### src/rtl/swfield_pkg.sv
// Package: shared types for the software-access field cell.
// Assumes: mode codes are fixed; the register block decodes them elsewhere.
package swfield_pkg;

    // Write behaviour of a field; the code values are part of the requirements.
    typedef enum logic [2:0] {
        WM_RO   = 3'd0,   // software cannot write
        WM_LOAD = 3'd1,   // plain load of the write slice
        WM_SET1 = 3'd2,   // ones in data set bits
        WM_CLR1 = 3'd3,   // ones in data clear bits
        WM_TOG1 = 3'd4,   // ones in data toggle bits
        WM_SET0 = 3'd5,   // zeros in data set bits
        WM_CLR0 = 3'd6,   // zeros in data clear bits
        WM_TOG0 = 3'd7    // zeros in data toggle bits
    } wmode_e;

    // True when software writes can change the field.
    function automatic logic mode_writable(wmode_e m);
        return m != WM_RO;
    endfunction

endpackage

### src/rtl/swfield_align.sv
// Module: orients the write slice to the field's bit order.
// Assumes: a reversed field maps slice bit i to field bit WIDTH-1-i.
module swfield_align #(
    parameter int WIDTH    = 8,
    parameter bit REVERSED = 1'b0
) (
    input  logic [WIDTH-1:0] slice_in,
    output logic [WIDTH-1:0] slice_out
);

    generate
        if (REVERSED) begin : g_rev
            // Purpose: mirror the slice bit by bit.
            for (genvar i = 0; i < WIDTH; i++) begin : g_bit
                assign slice_out[i] = slice_in[WIDTH-1-i];
            end
        end else begin : g_straight
            // Purpose: pass the slice through unchanged.
            assign slice_out = slice_in;
        end
    endgenerate

endmodule

### src/rtl/swfield_next.sv
// Module: computes the next stored value and its load enable.
// Assumes: write and read hits are mutually exclusive; a write would still
// take precedence over the read side effect if both were presented.
module swfield_next
    import swfield_pkg::*;
#(
    parameter int     WIDTH  = 8,
    parameter wmode_e WMODE  = WM_LOAD,
    parameter bit     RD_CLR = 1'b0
) (
    input  logic [WIDTH-1:0] cur_val,
    input  logic [WIDTH-1:0] wdata,
    input  logic             wr_hit,
    input  logic             rd_hit,
    output logic [WIDTH-1:0] nxt_val,
    output logic             nxt_load
);

    localparam bit WRITABLE = mode_writable(WMODE);

    logic [WIDTH-1:0] wr_val;

    // Purpose: value a write would produce under the configured behaviour.
    always_comb begin
        case (WMODE)
            WM_LOAD: wr_val = wdata;
            WM_SET1: wr_val = cur_val | wdata;
            WM_CLR1: wr_val = cur_val & ~wdata;
            WM_TOG1: wr_val = cur_val ^ wdata;
            WM_SET0: wr_val = cur_val | ~wdata;
            WM_CLR0: wr_val = cur_val & wdata;
            WM_TOG0: wr_val = cur_val ^ ~wdata;
            default: wr_val = cur_val;
        endcase
    end

    // Purpose: pick write result over read clear and raise the load enable.
    always_comb begin
        nxt_load = (WRITABLE && wr_hit) || (RD_CLR && rd_hit);
        nxt_val  = wr_hit ? wr_val : '0;
    end

endmodule

### src/rtl/swfield_store.sv
// Module: field storage register with optional reset value.
// Assumes: synchronous active-low reset; without a reset value the
// register ignores reset and only loads on its enable.
module swfield_store #(
    parameter int             WIDTH     = 8,
    parameter bit             HAS_RESET = 1'b1,
    parameter logic [WIDTH-1:0] RESET_VAL = '0
) (
    input  logic             clk,
    input  logic             rst_n,
    input  logic             load,
    input  logic [WIDTH-1:0] d,
    output logic [WIDTH-1:0] q
);

    // Purpose: hold the field, reset only when a reset value exists.
    always_ff @(posedge clk) begin
        if (!rst_n && HAS_RESET) begin
            q <= RESET_VAL;
        end else if (load) begin
            q <= d;
        end
    end

endmodule

### src/rtl/swfield_pulse.sv
// Module: derives the software-access and software-modify pulses.
// Assumes: strobe is already qualified for this field; pulses are combinational.
module swfield_pulse #(
    parameter bit WRITABLE = 1'b1,
    parameter bit RD_SIDE  = 1'b0
) (
    input  logic stb,
    input  logic wr,
    output logic acc_p,
    output logic mod_p
);

    // Purpose: a read of the field is an access.
    assign acc_p = stb && !wr;

    generate
        if (WRITABLE && !RD_SIDE) begin : g_wr_only
            // Purpose: only writes can change the field.
            assign mod_p = stb && wr;
        end else if (WRITABLE && RD_SIDE) begin : g_any
            // Purpose: both writes and reads can change the field.
            assign mod_p = stb;
        end else if (RD_SIDE) begin : g_rd_only
            // Purpose: only the read side effect changes the field.
            assign mod_p = stb && !wr;
        end else begin : g_never
            // Purpose: software cannot change the field.
            assign mod_p = 1'b0;
        end
    endgenerate

endmodule

### src/rtl/swfield_cell.sv
// Module: one software-accessible field of a memory-mapped register.
// Assumes: acc_stb is decoded for this field; wr_slice is the field's slice
// of the bus write data; reset is synchronous and active low.
module swfield_cell
    import swfield_pkg::*;
#(
    parameter int               WIDTH     = 8,
    parameter wmode_e           WMODE     = WM_LOAD,
    parameter bit               RD_CLR    = 1'b0,
    parameter bit               HAS_RESET = 1'b1,
    parameter logic [WIDTH-1:0] RESET_VAL = '0,
    parameter bit               REVERSED  = 1'b0
) (
    input  logic             clk,
    input  logic             rst_n,
    input  logic             acc_stb,
    input  logic             acc_wr,
    input  logic [WIDTH-1:0] wr_slice,
    output logic [WIDTH-1:0] fld_value,
    output logic             red_and,
    output logic             red_or,
    output logic             red_xor,
    output logic             sw_acc_pulse,
    output logic             sw_mod_pulse
);

    localparam bit WRITABLE = mode_writable(WMODE);

    logic [WIDTH-1:0] wdata_al;
    logic [WIDTH-1:0] nxt_val;
    logic             nxt_load;
    logic             wr_hit;
    logic             rd_hit;

    // Purpose: qualify writes and reads by the strobe.
    assign wr_hit = acc_stb && acc_wr;
    assign rd_hit = acc_stb && !acc_wr;

    swfield_align #(.WIDTH(WIDTH), .REVERSED(REVERSED)) align_i (
        .slice_in (wr_slice),
        .slice_out(wdata_al)
    );

    swfield_next #(.WIDTH(WIDTH), .WMODE(WMODE), .RD_CLR(RD_CLR)) next_i (
        .cur_val (fld_value),
        .wdata   (wdata_al),
        .wr_hit  (wr_hit),
        .rd_hit  (rd_hit),
        .nxt_val (nxt_val),
        .nxt_load(nxt_load)
    );

    swfield_store #(.WIDTH(WIDTH), .HAS_RESET(HAS_RESET), .RESET_VAL(RESET_VAL)) store_i (
        .clk  (clk),
        .rst_n(rst_n),
        .load (nxt_load),
        .d    (nxt_val),
        .q    (fld_value)
    );

    swfield_pulse #(.WRITABLE(WRITABLE), .RD_SIDE(RD_CLR)) pulse_i (
        .stb  (acc_stb),
        .wr   (acc_wr),
        .acc_p(sw_acc_pulse),
        .mod_p(sw_mod_pulse)
    );

    // Purpose: reductions of the stored value for hardware.
    assign red_and = &fld_value;
    assign red_or  = |fld_value;
    assign red_xor = ^fld_value;


    idle_hold_chk: assert property (@(posedge clk) disable iff (!rst_n)
        !acc_stb |=> $stable(fld_value));


    mod_needs_stb_chk: assert property (@(posedge clk) disable iff (!rst_n)
        sw_mod_pulse |-> acc_stb);

    generate
        if (!WRITABLE) begin : g_ro_chk

            ro_write_ignored_chk: assert property (@(posedge clk) disable iff (!rst_n)
                (acc_stb && acc_wr) |=> $stable(fld_value));
        end
        if (RD_CLR) begin : g_rc_chk

            read_clears_chk: assert property (@(posedge clk) disable iff (!rst_n)
                (acc_stb && !acc_wr) |=> (fld_value == '0));
        end
        if (WMODE == WM_SET1 || WMODE == WM_SET0) begin : g_set_chk

            set_keeps_bits_chk: assert property (@(posedge clk) disable iff (!rst_n)
                (acc_stb && acc_wr) |=> ((fld_value & $past(fld_value)) == $past(fld_value)));
        end
        if (WMODE == WM_CLR1 || WMODE == WM_CLR0) begin : g_clr_chk

            clr_adds_no_bits_chk: assert property (@(posedge clk) disable iff (!rst_n)
                (acc_stb && acc_wr) |=> ((fld_value | $past(fld_value)) == $past(fld_value)));
        end
    endgenerate

endmodule

### config.mk
export PLATFORM = sky130hd
export DESIGN_NAME = swfield_cell
export DESIGN_NICKNAME = d
export VERILOG_FILES = /design/src/rtl/swfield_pkg.sv /design/src/rtl/swfield_align.sv /design/src/rtl/swfield_next.sv /design/src/rtl/swfield_store.sv /design/src/rtl/swfield_pulse.sv /design/src/rtl/swfield_cell.sv
export SDC_FILE = /design/constraint.sdc
export NUM_CORES = 1
export LEC_CHECK = 0
export BUFFER_PORTS_ARGS = -buffer_cell sky130_fd_sc_hd__buf_2
export CAP_MARGIN = 20
export CORE_MARGIN = 3
export CORE_UTILIZATION = 39
export DETAILED_ROUTE_END_ITERATION = 7
export PLACE_DENSITY = 0.75
export SLEW_MARGIN = 20
export SYNTH_ARGS = -nofsm -noshare
export SYNTH_HDL_FRONTEND = slang
export SYNTH_SLANG_ARGS = --single-unit
### constraint.sdc
create_clock -name clk -period 0.9 [get_ports clk]
set_input_delay 0 -clock clk [delete_from_list [all_inputs] [get_ports clk]]
set_output_delay 0 -clock clk [all_outputs]
set_load 0.1 [all_outputs]
==> results of run 1 <==
stage by stage:
stage	cell area (sq um)	utilization (%)	hold slack, ps	setup WS, ps
2_1_floorplan	684.4	-	229.7	-739.1
3_3_place_gp	1055	87.81	307.1	-308.0
3_5_place_dp	1055	87.81	310.0	-323.8
cell families after synthesis:
kind of cell,count (synthesis),synth area share (%)
compound gates,16,22.38
flops,8,29.84
buf+inv,11,9.790
xor+xnor,3,4.896
fa+ha+maj,8,18.65
simple gates,12,14.46
==> results.env, run 1 <==
OUTCOME='aborted with a tool error'
HALT_STAGE='clock tree synthesis (4_1_cts)'
ERROR_LINE='[ERROR DPL-0033] detailed placement checks failed during check placement.'
POSTSYNTHCELLCOUNT=58
DIE-WIDTH_UM=43.10
NUM_ROWS=12
POSTSYNTH.TOPFLOPCELL='dfxtp_1'
PLACEMENT.IO_BUFFERS=24
YOSYSUNIQUECELLTYPES=15
YOSYS-TOP-CELLS-AREA='dfxtp_1, ha_1, a21boi_1, o21a_1, and3_1'
INITIAL_UTILIZATION_PCT=44.69
NUMBER_OF_HOLD_BUFFERS_ADDED_AFTER_CTS=0
DP_CELLS=101
CTS_INSERTED_BUFFERS=3
CTS_MAX_LEVEL=1
POSTCTSSETUPREPAIRBUFS=2
SYNTHESIS.AREA_PER_INSTANCE_SQ_UM=9.255
FLOORPLAN.DIE.HEIGHT_UM=43.10
POST_CTS_GATE_RESIZE_COUNT=13
IO-PIN-COUNT=25
SYNTH_FP_NETS=78
YS_FF_LATCH=8
SYNTH_ENABLE_FLOP_CELLS=0
SEQ_AREA_FRAC_SYNTH_PCT=29.84
CTS_SINKS=8
PLACE_CONGESTION=0.6981
ASYNC_FLOP_SHARE_PCT=0
HPWL_MM=1.220
SYNTH.CELL_AREA_SQ_UM=536.8
YOSYS.AREA.TOP_TYPE='dfxtp_1'
ROOT_BUFFER='clkbuf_4'
CTS-ROOT-TO-SINK-BUFFERS=2
YOSYSWARNINGS=0
YOSYSTOPAREACELLSHARE_PCT=29.84
==> inputs of run 2 (changes only) <==
- CORE_AREA: unset -> 3 3 64 66
- CORE_MARGIN: 3 -> unset
- CORE_UTILIZATION: 39 -> unset
- DIE_AREA: unset -> 0 0 67 69
- PLACE_DENSITY: 0.75 -> unset
- PLACE_DENSITY_LB_ADDON: unset -> 0.15
- clock period: 0.9 -> 1.17 ns (I/O delays scaled with it)
==> run 2 against run 1 <==
Against the previous run: the flow now finishes, with violations (setup timing); synthesized cell count did not move; area after synthesis did not move.
==> results.env, run 2 <==
YOSYSWARNINGS=0  # unchanged
SYNTH_ENABLE_FLOP_CELLS=0  # unchanged
DPL_CELL_AREA_SQ_UM=1065  # +0.95%
POST-LAYOUT-TOTAL-POWER_mW=1.253
YOSYS.AREA.TOP_TYPE='dfxtp_1'
POST-ROUTE-UTIL_PCT=31.65
FINAL_PERIOD_MINUS_WORST_SETUP_SLACK_PS=1419
ROOT_BUFFER='clkbuf_8'
VIAS_PER_CELL=3.645
CLOCK_TREE_FROM_TRITONCTS='done'
CRIT_PATH_START_KIND='flip-flop'
TOTAL_POWER_PER_UNIT_CELL_AREA_nW_PER_UM2=1090
END_KIND='primary output'
CELL_BREAKDOWN_OF_THE_CRITICAL_PATH='inv_2 -> ha_4 -> xor2_4 -> xnor2_4 -> buf_12'
CTS-ROOT-TO-SINK-BUFFERS=2  # unchanged
LARGEST_REGISTER_FFS=8
VIOLATED_CHECKS='setup timing'
YOSYSTOPAREACELLSHARE_PCT=29.84  # unchanged
MAX-CAP-VIOLATIONS=0
WL_PER_CELL_UM=10.89
YOSYS-TOP-CELLS-AREA='dfxtp_1, ha_1, a21boi_1, o21a_1, and3_1'
CTS_INSERTED_BUFFERS=3  # unchanged
HP-CLASS='input pin to flip-flop'
SEQ_AREA_FRAC_SYNTH_PCT=29.84  # unchanged
SETUP_REPAIR_AFTER_GLOBAL_ROUTING_MISSED_ITS_MARGIN='yes'
TIMING.FINAL.WS_SETUP_PS=-249.5
PLACEMENT.IO_BUFFERS=24  # unchanged
GRT_START_MAX_NET_PINS=19
YS_FF_LATCH=8  # unchanged
WORSTPATHREQUIRED_PS=1170
CLK_PIN_SLEW_PS=40
MEASURED_SLEW_AT_THE_WORST_SLEW_CHECK_PIN_PS=482.7
VIA_COUNT=503
CRITICAL_PATH_AT_PS=1420
PLACE_CONGESTION=0.6231  # -11%
POSTSYNTHCELLCOUNT=58  # unchanged
LAYOUT_WORST_PATH_CYCLE_SHARE_PCT=121.3
HPWL_MM=1.231  # +0.86%
WORST_HOLD_STARTPOINT='rst_n'
FLOORPLAN.DIE.HEIGHT_UM=69  # +60%
SYNTHESIS.AREA_PER_INSTANCE_SQ_UM=9.255  # unchanged
ANTENNA_FOUND_INITIAL=0
DRIVE_GT1_SHARE_PCT=68.89
YOSYSUNIQUECELLTYPES=15  # unchanged
DRT-PASS1-ITER-COUNT=4
INITIAL_UTILIZATION_PCT=14.77  # -30 points
VDD_IR_DROP_MAX_uV=838.0
FINCLKSKEW_PS=0
DIE-WIDTH_UM=67  # +55%
CRITPATHLAUNCH='store_i.q[7]'
CTS_SINKS=8  # unchanged
LEADING_CELL_TYPES_IN_THE_LAYOUT_FILL_AND_TAPS_EXCLUDED='buf_2, buf_12'
NETS=112
WORSTSETUPPATHTYPE='flip-flop to primary output'
STARTPOINT_OF_THE_LOWEST_SLACK_REGISTER_TO_REGISTER_PATH='store_i.q[3]'
SYNTH.CELL_AREA_SQ_UM=536.8  # unchanged
GR-USAGE-ALL-LAYERS_PCT=6.391
INSERTEDDIODECOUNT=0
TOP_REGISTER='store_i.q'
POWER.STATIC_LEAKAGE_nW=0.4916
GRT_PASS1_WL_MM=2.290
IO-PIN-COUNT=25  # unchanged
DRC=0
CRIT_PATH_MAX_FANOUT=2
TOTAL_DIE_AREA_SQ_UM=4623
CLKLATENCYLATEPIN_PS=220
POSTCTSSETUPREPAIRBUFS=0  # -2
SIGNED_AREA_CHANGE_FROM_THE_SYNTHESIZED_NETLIST_TO_THE_FINAL_LAYOUT_PCT=114.2
TOTAL_COUNT_OF_HOLD_CHECK_FAILURES_IN_THE_FINAL_REPORT=0
OUTCOME='finished with violations'
NUM_ROWS=22  # +10
FINAL-MAX-SLEW-VIOLATION-COUNT=0
DRT_FIRST_ITER_VIOLATIONS=8
GRT_OVERFLOW_TOTAL=0
AREA_OF_THE_CORE_SQ_UM=3633
LAYOUT.CELL_AREA.NON_FILLER_SQ_UM=1150
MAX_FREQ_MHz=704.5
SYNTH_FP_NETS=78  # unchanged
CTS_MAX_LEVEL=1  # unchanged
MAX-SLEW-MARGIN-REL_PCT=68.04
VIA_COUNT_OF_THE_FIRST_GLOBAL_ROUTING_PASS=483
POSTSYNTH.TOPFLOPCELL='dfxtp_1'
ASYNC_FLOP_SHARE_PCT=0  # unchanged
DETAIL_ROUTE.WIRELENGTH_MM=1.503
LAYOUT_TOP_REGISTERS='store_i.q: 8 flops'
WORST_PATH_MAX_DELAY_CELL='dfxtp_4'
DETAIL-ROUTE-ANTENNA-NETS=0
SLOWEST_DELAY_PS=340
FINALSETUPVIOLCOUNT=2
==> run 2: cell type report <==
| class | instances | area [sq um] |
|---|---|---|
| clock buffers | 3 | 41.29 |
| fillers | 384 | 2484 |
| inverters | 8 | 30.03 |
| multi-input cells | 39 | 460.4 |
| flip-flops and latches | 8 | 190.2 |
| well taps | 48 | 60.06 |
| repair buffers | 32 | 367.9 |
==> run 2: through the flow <==
| step | hold slack [ps] | setup slack [ps] | std cells | setup TNS [ps] |
|---|---|---|---|---|
| finish | 90.74 | -249.5 | 138 | -311.1 |
| global placement | 323.1 | -37.92 | 135 | -37.92 |
| CTS | 89.01 | -261.2 | 138 | -336.4 |
| global route | 97.19 | -302.0 | 138 | -414.1 |
| detailed placement | 328.1 | -59.05 | 135 | -59.05 |
| floorplan | 255.6 | -469.1 | 58 | -857.0 |
==> run 2: what timing repair did <==
| action | CTS | global route |
|---|---|---|
| pin swaps | 4 | 1 |
| gates resized for setup | 8 | 0 |
| setup endpoints to repair | 2 | 2 |
| hold buffers | 0 | 0 |
==> run 2: logic make-up after synthesis <==
logic type / synth area share [%]
adders and majority gates: 18.65
and+or+nand+nor: 14.46
AOI/OAI and AO/OA: 22.38
xor gates and xnor gates: 4.896
buffers and inverters: 9.790
DFF: 29.84
==> run 2: worst max-delay path, delay by kind of cell (launching register included) <==
kind,cells,cell delay [ps]
xor+xnor,2,350
fa+ha+maj,1,280
buf+inv,2,230
flops,1,340
==> run 2: layer usage <==
layer	global-route usage (%)	vias up	wire length (um)
met1	8.095	229	738
li1	-	262	-
met5	0	-	0
met3	3.420	0	86
met4	0.6757	0	0
met2	9.825	12	677
==> run 2: worst paths after layout <==
path         cells after the start           end  slack, ps
max                              5       red_xor       -250
min                              2  store_i.q[7]         90
max reg2reg                      3  store_i.q[3]        270
min reg2reg                      3  store_i.q[1]        740
==> run 2: where the power goes <==
group	internal [mW]	total (mW)	switching (mW)	leakage [nW]
Sequential	0.277	0.286	0.00832	0.0712
Combinational	0.258	0.642	0.384	0.399
Clock	0.222	0.325	0.103	0.0216
(Power assumes the default switching activity.)
